File: src/rtl/frag_rx_pkg.sv
package frag_rx_pkg;
  localparam int unsigned OFF_W  = 8;
  localparam int unsigned SIZE_W = OFF_W + 1;

  typedef enum logic [1:0] {
    PROTO_PLAIN = 2'b00,
    PROTO_P1    = 2'b01,
    PROTO_P2    = 2'b10,
    PROTO_P3    = 2'b11
  } proto_e;

  // one cycle's worth of pointer commands
  typedef struct packed {
    logic adv;
    logic rewind;
    logic load;
  } ptr_cmd_t;
endpackage

File: src/rtl/frag_full_chk.sv
module frag_full_chk
  import frag_rx_pkg::*;
#(
  parameter int unsigned OFF_W     = 8,
  parameter int unsigned PLAIN_GAP = 9,
  parameter int unsigned PROTO_GAP = 7
) (
  input  logic [1:0]     proto_i,
  input  logic [OFF_W-1:0] off_i,
  input  logic [OFF_W:0] size_i,
  output logic           full_o
);
  localparam int unsigned SUM_W = OFF_W + 2;

  logic [SUM_W-1:0] gap;
  logic [SUM_W-1:0] need;

  always_comb begin
    gap    = (proto_i == PROTO_PLAIN) ? SUM_W'(PLAIN_GAP) : SUM_W'(PROTO_GAP);
    // size - off < gap  <=>  off + gap > size, no negative intermediate
    need   = SUM_W'(off_i) + gap;
    full_o = need > SUM_W'(size_i);
  end
endmodule

File: src/rtl/frag_ptr.sv
module frag_ptr
  import frag_rx_pkg::*;
#(
  parameter int unsigned OFF_W = 8
) (
  input  logic             clk_i,
  input  logic             rst_ni,
  input  ptr_cmd_t         cmd_i,
  input  logic [OFF_W-1:0] load_val_i,
  output logic [OFF_W-1:0] off_o,
  output logic [OFF_W-1:0] cnt_o
);
  localparam logic [OFF_W-1:0] FIRST_OFF = OFF_W'(1);

  logic [OFF_W-1:0] off_q, cnt_q;

  always_ff @(posedge clk_i or negedge rst_ni) begin
    if (!rst_ni) begin
      off_q <= FIRST_OFF;
      cnt_q <= '0;
    end else begin
      if (cmd_i.load)        off_q <= {load_val_i[OFF_W-1:1], 1'b1};
      else if (cmd_i.rewind) off_q <= FIRST_OFF;
      else if (cmd_i.adv)    off_q <= off_q + 1'b1;

      if (cmd_i.rewind)      cnt_q <= '0;
      else if (cmd_i.adv)    cnt_q <= cnt_q + 1'b1;
    end
  end

  assign off_o = off_q;
  assign cnt_o = cnt_q;

  assert_load_odd_R9: assert property (@(posedge clk_i) disable iff (!rst_ni)
    cmd_i.load |=> off_q[0]);

  assert_rewind_R7: assert property (@(posedge clk_i) disable iff (!rst_ni)
    cmd_i.rewind && !cmd_i.load |=> off_q == FIRST_OFF && cnt_q == '0);

  assert_adv_R2: assert property (@(posedge clk_i) disable iff (!rst_ni)
    cmd_i.adv && !cmd_i.rewind && !cmd_i.load |=> off_q == $past(off_q) + 1'b1);
endmodule

File: src/rtl/frag_wport.sv
module frag_wport #(
  parameter int unsigned OFF_W = 8
) (
  input  logic             clk_i,
  input  logic             rst_ni,
  input  logic             data_wr_i,
  input  logic [7:0]       data_i,
  input  logic [OFF_W-1:0] off_i,
  input  logic             cnt_wr_i,
  input  logic [OFF_W-1:0] cnt_i,
  input  logic             full_i,
  input  logic             done_i,
  output logic             we_o,
  output logic [OFF_W-1:0] addr_o,
  output logic [7:0]       wdata_o,
  output logic             full_o,
  output logic             done_o
);
  logic             we_q, full_q, done_q;
  logic [OFF_W-1:0] addr_q;
  logic [7:0]       wdata_q;

  always_ff @(posedge clk_i or negedge rst_ni) begin
    if (!rst_ni) begin
      we_q    <= 1'b0;
      addr_q  <= '0;
      wdata_q <= '0;
      full_q  <= 1'b0;
      done_q  <= 1'b0;
    end else begin
      we_q   <= data_wr_i | cnt_wr_i;
      full_q <= full_i;
      done_q <= done_i;
      if (cnt_wr_i) begin
        addr_q  <= '0;
        wdata_q <= 8'(cnt_i);
      end else if (data_wr_i) begin
        addr_q  <= off_i;
        wdata_q <= data_i;
      end
    end
  end

  assign we_o    = we_q;
  assign addr_o  = addr_q;
  assign wdata_o = wdata_q;
  assign full_o  = full_q;
  assign done_o  = done_q;

  assert_pulse_excl_R7: assert property (@(posedge clk_i) disable iff (!rst_ni)
    !(full_q && done_q));

  assert_done_writes_R3: assert property (@(posedge clk_i) disable iff (!rst_ni)
    done_q |-> we_q && addr_q == '0);
endmodule

File: src/rtl/frag_rx_dma.sv
module frag_rx_dma
  import frag_rx_pkg::*;
#(
  parameter int unsigned PLAIN_GAP = 9,
  parameter int unsigned PROTO_GAP = 7
) (
  input  logic             clk_i,
  input  logic             rst_ni,
  input  logic             byte_vld_i,
  input  logic [7:0]       byte_i,
  input  logic             frame_end_i,
  input  logic             frame_last_i,
  input  logic [1:0]       proto_i,
  input  logic [SIZE_W-1:0] buf_size_i,
  input  logic             ptr_wr_i,
  input  logic [OFF_W-1:0] ptr_wdata_i,
  output logic             mem_we_o,
  output logic [OFF_W-1:0] mem_addr_o,
  output logic [7:0]       mem_wdata_o,
  output logic             buf_full_o,
  output logic             msg_done_o
);
  logic [OFF_W-1:0] off, cnt;
  logic             over, full_evt, done_evt, cnt_wr;
  ptr_cmd_t         cmd;

  frag_full_chk #(
    .OFF_W(OFF_W), .PLAIN_GAP(PLAIN_GAP), .PROTO_GAP(PROTO_GAP)
  ) i_full (
    .proto_i(proto_i), .off_i(off), .size_i(buf_size_i), .full_o(over)
  );

  always_comb begin
    done_evt   = frame_end_i & frame_last_i;
    full_evt   = frame_end_i & ~frame_last_i & over;
    cnt_wr     = done_evt | (full_evt & (proto_i != PROTO_PLAIN));
    cmd.adv    = byte_vld_i;
    cmd.rewind = done_evt | full_evt;
    cmd.load   = ptr_wr_i;
  end

  frag_ptr #(.OFF_W(OFF_W)) i_ptr (
    .clk_i(clk_i), .rst_ni(rst_ni), .cmd_i(cmd),
    .load_val_i(ptr_wdata_i), .off_o(off), .cnt_o(cnt)
  );

  frag_wport #(.OFF_W(OFF_W)) i_wport (
    .clk_i(clk_i), .rst_ni(rst_ni),
    .data_wr_i(byte_vld_i), .data_i(byte_i), .off_i(off),
    .cnt_wr_i(cnt_wr), .cnt_i(cnt),
    .full_i(full_evt), .done_i(done_evt),
    .we_o(mem_we_o), .addr_o(mem_addr_o), .wdata_o(mem_wdata_o),
    .full_o(buf_full_o), .done_o(msg_done_o)
  );

  assert_strobes_onehot_R2: assert property (@(posedge clk_i) disable iff (!rst_ni)
    $onehot0({byte_vld_i, frame_end_i, ptr_wr_i}));

  assert_byte_write_R2: assert property (@(posedge clk_i) disable iff (!rst_ni)
    byte_vld_i |=> mem_we_o && mem_wdata_o == $past(byte_i) && !buf_full_o && !msg_done_o);

  assert_last_no_full_R10: assert property (@(posedge clk_i) disable iff (!rst_ni)
    frame_end_i && frame_last_i |=> msg_done_o && !buf_full_o && mem_addr_o == '0);

  assert_plain_no_count_R6: assert property (@(posedge clk_i) disable iff (!rst_ni)
    frame_end_i && !frame_last_i && proto_i == PROTO_PLAIN |=> !mem_we_o);

  assert_wrap_off_R7: assert property (@(posedge clk_i) disable iff (!rst_ni)
    buf_full_o |-> off == OFF_W'(1));
endmodule

File: config.mk
export PLATFORM = sky130hd
export DESIGN_NAME = frag_rx_dma
export DESIGN_NICKNAME = d
export VERILOG_FILES = /design/src/rtl/frag_rx_pkg.sv /design/src/rtl/frag_full_chk.sv /design/src/rtl/frag_ptr.sv /design/src/rtl/frag_wport.sv /design/src/rtl/frag_rx_dma.sv
export SDC_FILE = /design/constraint.sdc
export NUM_CORES = 1
export LEC_CHECK = 0
export CELL_PAD_IN_SITES_DETAIL_PLACEMENT = 2
export CELL_PAD_IN_SITES_GLOBAL_PLACEMENT = 2
export CORE_ASPECT_RATIO = 1.75
export CORE_MARGIN = 5
export CORE_UTILIZATION = 40
export DETAILED_ROUTE_END_ITERATION = 12
export DONT_BUFFER_PORTS = 1
export PLACE_DENSITY_LB_ADDON = 0.1
export SLEW_MARGIN = 20
export SYNTH_ARGS = -nofsm -noshare
export SYNTH_HDL_FRONTEND = slang
export SYNTH_SLANG_ARGS = --single-unit
export TNS_END_PERCENT = 20
File: constraint.sdc
create_clock -name clk_i -period 9.2 [get_ports clk_i]
set_input_delay 1.84 -clock clk_i [delete_from_list [all_inputs] [get_ports clk_i]]
set_output_delay 1.84 -clock clk_i [all_outputs]
set_load 0.01 [all_outputs]
== Yosys cells after proc, flatten, opt, wreduce, memory -nomap -nowiden ==
Index checks and enable logic that the tools add are counted.

* Register bits: 35
* Output and inout bits: 19
* Logic and storage cells: 34
* Bits of input ports: 33

* Bitwise gates (word level): 8
* Multiplexer cells: 10
* Add/sub/neg operators: 3
* Magnitude comparators: 1
* Reduce and logical (&&, ||, !) cells: 5

{| class="wikitable"
|+ Operator list
! operator !! number
|-
| $mux W8 || 9
|-
| $add A8 B1 Y8 const B || 2
|-
| $add A8 B10 Y10 || 1
|-
| $gt A10 B9 Y1 || 1
|-
| $reduce_bool A2 Y1 || 3
|-
| $and A1 B1 Y1 || 4
|-
| $mux W4 || 1
|-
| $or A1 B1 Y1 || 3
|-
| $reduce_bool A3 Y1 || 1
|-
| $logic_not A2 Y1 || 1
|-
| $not A1 Y1 || 1
|}

== Depth between registers and ports, before layout ==
* Depth in word-level cells: 8
* Mapped depth: 17
* Depth with buffers taken out: 15

== Modules after synthesis ==
Synthesis repeated with hierarchy kept, for this count alone.

* Cells, all modules: 215
* Area, all modules: 2134.5 um^2

{| class="wikitable"
|+ By module, submodules not included
! module !! cells each !! area each (um^2) !! instances !! seq. area each (um^2)
|-
| frag_ptr || 89 || 888.4 || 1 || 401.6
|-
| frag_wport || 64 || 783.3 || 1 || 475.5
|-
| frag_full_chk || 57 || 430.4 || 1 || 0.0
|-
| frag_rx_dma || 5 || 32.5 || 1 || 0.0
|}

== Least setup slack after synthesis ==
Ideal clock, no wire load.

* Kind: input -> register
* Start: input proto_i[1]
* End: register i_ptr.off_q[0] (netlist: i_ptr.off_o[0])
* Data arrival time: 4947 ps
* Path buffers: 2
* Library setup time: 94 ps
* Stages: 16
* Required time: 9106 ps
* Path slack: 4159 ps
* Cells stage by stage: nor2_1 -> clkbuf_1 -> inv_1 -> ha_1 -> a21o_1 -> a21oi_1 -> nor2b_1 -> o2111ai_1 -> xnor2_1 -> ha_1 -> a21o_1 -> a21o_1 -> buf_12 -> o21ai_4 -> inv_6 -> or4_4

* Cells in the longest elaborated chain, start to end: 8
* Elaborated cells between the ends (all ways): 9
* Those cells by class: add/sub: 1; order compare: 1; mux: 3; bitwise: 2; reduce/logical: 2

{| class="wikitable"
|+ RTL lines
! item !! RTL line !! RTL
|-
| start: declaration || frag_rx_dma.sv:13 || <nowiki>input logic [1:0] proto_i,</nowiki>
|-
| $logic_not A2 Y1 (*) || frag_full_chk.sv:19 || <nowiki>gap = (proto_i == PROTO_PLAIN) ? SUM_W'(PLAIN_GAP) : SUM_W'(PROTO_GAP);</nowiki>
|-
| $mux W4 (*) || frag_full_chk.sv:19 ||
|-
| $add A8 B10 Y10 (*) || frag_full_chk.sv:21 || <nowiki>need = SUM_W'(off_i) + gap;</nowiki>
|-
| $gt A10 B9 Y1 (*) || frag_full_chk.sv:22 || <nowiki>full_o = need > SUM_W'(size_i);</nowiki>
|-
| $and A1 B1 Y1 (*) || frag_rx_dma.sv:35 || <nowiki>full_evt = frame_end_i & ~frame_last_i & over;</nowiki>
|-
| net full_evt || frag_rx_dma.sv:24 || <nowiki>logic over, full_evt, done_evt, cnt_wr;</nowiki>
|-
| $or A1 B1 Y1 (*) || frag_rx_dma.sv:38 || <nowiki>cmd.rewind = done_evt | full_evt;</nowiki>
|-
| $mux W8 || frag_ptr.sv:23 || <nowiki>else if (cmd_i.rewind) off_q <= FIRST_OFF;</nowiki>
|-
| $mux W8 || frag_ptr.sv:22 || <nowiki>if (cmd_i.load) off_q <= {load_val_i[OFF_W-1:1], 1'b1};</nowiki>
|-
| end signal: assignment || frag_ptr.sv:22 ||
|-
| end signal: assignment || frag_ptr.sv:24 || <nowiki>else if (cmd_i.adv) off_q <= off_q + 1'b1;</nowiki>
|-
| end: declaration || frag_ptr.sv:15 || <nowiki>logic [OFF_W-1:0] off_q, cnt_q;</nowiki>
|}

Mark *: on every way through the listed nets, which the timed path passes. The rest lies on a longest branch.
A chain may end at the register's enable or synchronous reset.

== Final worst setup path ==
Same ends and word-level chain as after synthesis.

==> key figures <==
Outcome
  • Status: complete, no violations

Clock network
  • Post-CTS setup buffer count: 0
  • H-tree levels: 2
  • Clock Root Buffer: clkbuf_8
  • CTS tree: built
  • Clk sink count: 35
  • Post-CTS sizing: 0
  • Clock buffer depth: 2
  • Clk Latency, worst-skew pair: 0.29 ns
  • Clock transition at the registers of the reported paths: 0.07 ns
  • Clock buffer count from CTS: 5
  • CTS Hold Bufs: 0

Synthesis
  • Yosys Warn Count: 0
  • Synth top cells by count: dfrtp_1 (34), nor3_1 (33), nand2_1 (23)
  • Synth area leader: dfrtp_1
  • Distinct cells, synth: 43
  • Top-count cell post-synth: dfrtp_1
  • Synth Register Bits: 35
  • Synth Net Count: 279
  • Post-Synthesis Cells: 231
  • Post-synth EDFFs: 0
  • Mean Syn Cell Area: 9.99 um^2
  • Post-synth top area share: 0.369
  • Most used DFF post-synth: dfrtp_1
  • Synth top area cells: dfrtp_1 (37%), ha_1 (7.6%), mux2i_1 (7.4%)
  • Post-synth ARST share: 1.00
  • Register area share after synthesis: 0.380
  • Area of the mapped netlist: 0.00231 mm^2

Global route
  • Initial antenna violation count: 0
  • Pin count of the biggest net entering global routing: 36
  • Global-route wire length before repair: 10.9 mm
  • Vias in the first global route: 2214
  • GRT overflow: 0
  • GRT Total Usage: 0.194

Finish
  • N_diodes: 0
  • Post-route cell area: 0.00243 mm^2
  • Share of post-route cells with drive strength above 1: 0.0837
  • Final net count: 274
  • Finished Core Util: 0.435
  • Area Growth Syn to Fin: 5.37%
  • Filler Cells Inserted: 637

Drt
  • Via count: 1871
  • DR DRC count: 0
  • Drt initial violations: 44
  • Drt first pass iters: 4
  • Wire length per cell: 21.8 um
  • WL final: 6.60 mm
  • Vias per Instance: 6.17
  • Antenna Nets Post-Route: 0

Setup path
  • Max stage delay cell, worst path: nor2_1
  • Req. time, crit path: 9.41 ns
  • Max stage delay on crit path: 0.55 ns
  • Worst r2r src: i_ptr.off_o[1]
  • Crit path DAT: 5.62 ns
  • CP Cell Sequence: nor2_1, inv_1, ha_1, a21o_1, a21oi_1, nor2b_1, o21ai_0, xnor2_1, ha_1, a21oi_1, a31oi_4, o21ai_4, inv_6, or4_4
  • Setup crit start: proto_i[1]
  • CP Capture Type: flop
  • Crit path kind: in2reg
  • Crit Path Max Fanout: 11
  • Critical path launch point type: input port

Pwr
  • Leakage power total: 1.08 nW
  • Flop pwr share: 0.455
  • Switch Pwr: 0.000147 W
  • Clock share of power: 0.308
  • Net Sw Frac: 0.327
  • PD cells: 185 mW/mm^2
  • Cell Int Power: 0.000303 W
  • Max VDD drop: 74.9 uV
  • Logic pwr share: 0.237

Floorplanning
  • Total die area: 0.00745 mm^2
  • Initial core utilization: 0.413
  • Die Wd: 67.4 um
  • Die height: 110 um
  • Core box area: 0.00559 mm^2
  • Site Rows: 36
  • # IOs: 52

STA
  • Hold Vio Cnt, Final: 0
  • Fin crit period: 5.41 ns
  • Final period util: 0.588
  • Max-slew violation count: 0
  • Endpoints failing setup: 0
  • Setup TNS: 0 ns
  • Max-slew headroom: 0.390
  • Worst Clk Skew: 0.00307 ns
  • Maximum clock rate: 185 MHz
  • Unrepaired setup endpoints after global routing: false
  • Least-Margin Pin Slew: 0.909 ns

Min path
  • Path type of the worst min-delay path: reg2reg
  • Worst Hold Launch: i_ptr.cnt_o[7]

Placed design
  • Placed Area: 0.00232 mm^2
  • GPL Wtd Cong: 0.842
  • Port bufs: 0
  • DP HPWL: 5.15 mm

Run
  • MaxCap Viol Count: 0
## cell usage in the layout (no fill, tap or decap), types with 2 or more instances in the layout
cell type and instances:
dfrtp_1 34, nor3_1 33, nand2_1 23, mux2i_1 17, ha_1 14, xnor2_1 11, inv_1 10, xor2_1 9
a2111oi_0 8, o221ai_1 8, nor2_1 7, a32o_1 7, a21o_1 5, clkbuf_8 5, a21oi_1 4, nand3_1 4
nand4_1 4, nor2b_1 2
## cell type report
class	count	area, um^2	share of cell area
Sequential cell	35	877	0.361
Clock buffer	5	68.8	0.0283
Multi-Input combinational cell	173	1300	0.535
Tap cell	76	95.1	0.0391
Clock inverter	3	43.8	0.0180
Inverter	11	46.3	0.0190
## registers in the layout (all words and copies together), names as in the netlist
signal,flops
i_wport.addr_o,8
i_ptr.off_o,8
i_wport.wdata_o,8
i_wport.we_o,1
i_ptr.cnt_o,8
i_wport.done_o,1
i_wport.full_o,1
## metrics by stage
| stage | total power, W | setup slack [ns] | hold slack (ns) | instances |
|---|---|---|---|---|
| after global routing | 0.000480 | 3.40 | 0.687 | 303 |
| final | 0.000450 | 3.79 | 0.655 | 303 |
| after detailed placement | 0.000316 | 3.50 | 0.636 | 295 |
| after floorplan | 0.000288 | 4.16 | 0.561 | 231 |
| after global placement | 0.000304 | 3.67 | 0.618 | 295 |
| after CTS | 0.000458 | 3.80 | 0.652 | 303 |
## path summary, 6_finish.rpt
kind,to,slack [ns],depth (start not counted)
setup / recovery,i_ptr.off_o[0],3.79,14
hold / removal,i_ptr.cnt_o[7],0.65,2
setup reg to reg,i_ptr.off_o[0],5.62,12
hold reg to reg,i_ptr.cnt_o[7],0.65,2
max in group asynchronous,i_ptr.off_o[0],7.78,0
min in group asynchronous,i_wport.wdata_o[6],1.24,0
## critical path, delay by kind of cell
family,cells,cell delay [ns]
XOR/XNOR,1,0.17
buffers and inverters,2,0.29
adder cells (fa/ha/maj),2,0.61
AND/OR/NAND/NOR,3,1.16
AO/OA/AOI/OAI,6,1.53
## power by group through the flow
stage	Sequential [W]	Combinational, W	Clock (W)
finish	0.000205	0.000107	0.000139
global route	0.000209	0.000121	0.000151
global placement	0.000208	0.0000961	0
floorplan	0.000198	0.0000905	0
CTS	0.000206	0.000108	0.000144
detailed placement	0.000208	0.000107	0
## cells by family after synthesis
family,count (synthesis),share of synthesized area
DFF,35,0.380
buffers and inverters,23,0.0564
and+or+nand+nor,79,0.168
AOI/OAI and AO/OA,41,0.157
muxes,18,0.0786
adders and majority gates,15,0.0846
xor gates and xnor gates,20,0.0759
## metal layers
layer / GRT usage / routed length [um] / share of wire / up-vias
li1: - / - / - / 849
met1: 0.191 / 2270 / 0.34 / 947
met2: 0.360 / 3840 / 0.58 / 52
met3: 0.0396 / 237 / 0.036 / 23
met4: 0.0949 / 259 / 0.039 / 0
met5: 0 / 0 / 0 / -
Note: power is estimated with default switching activity, not from simulation.
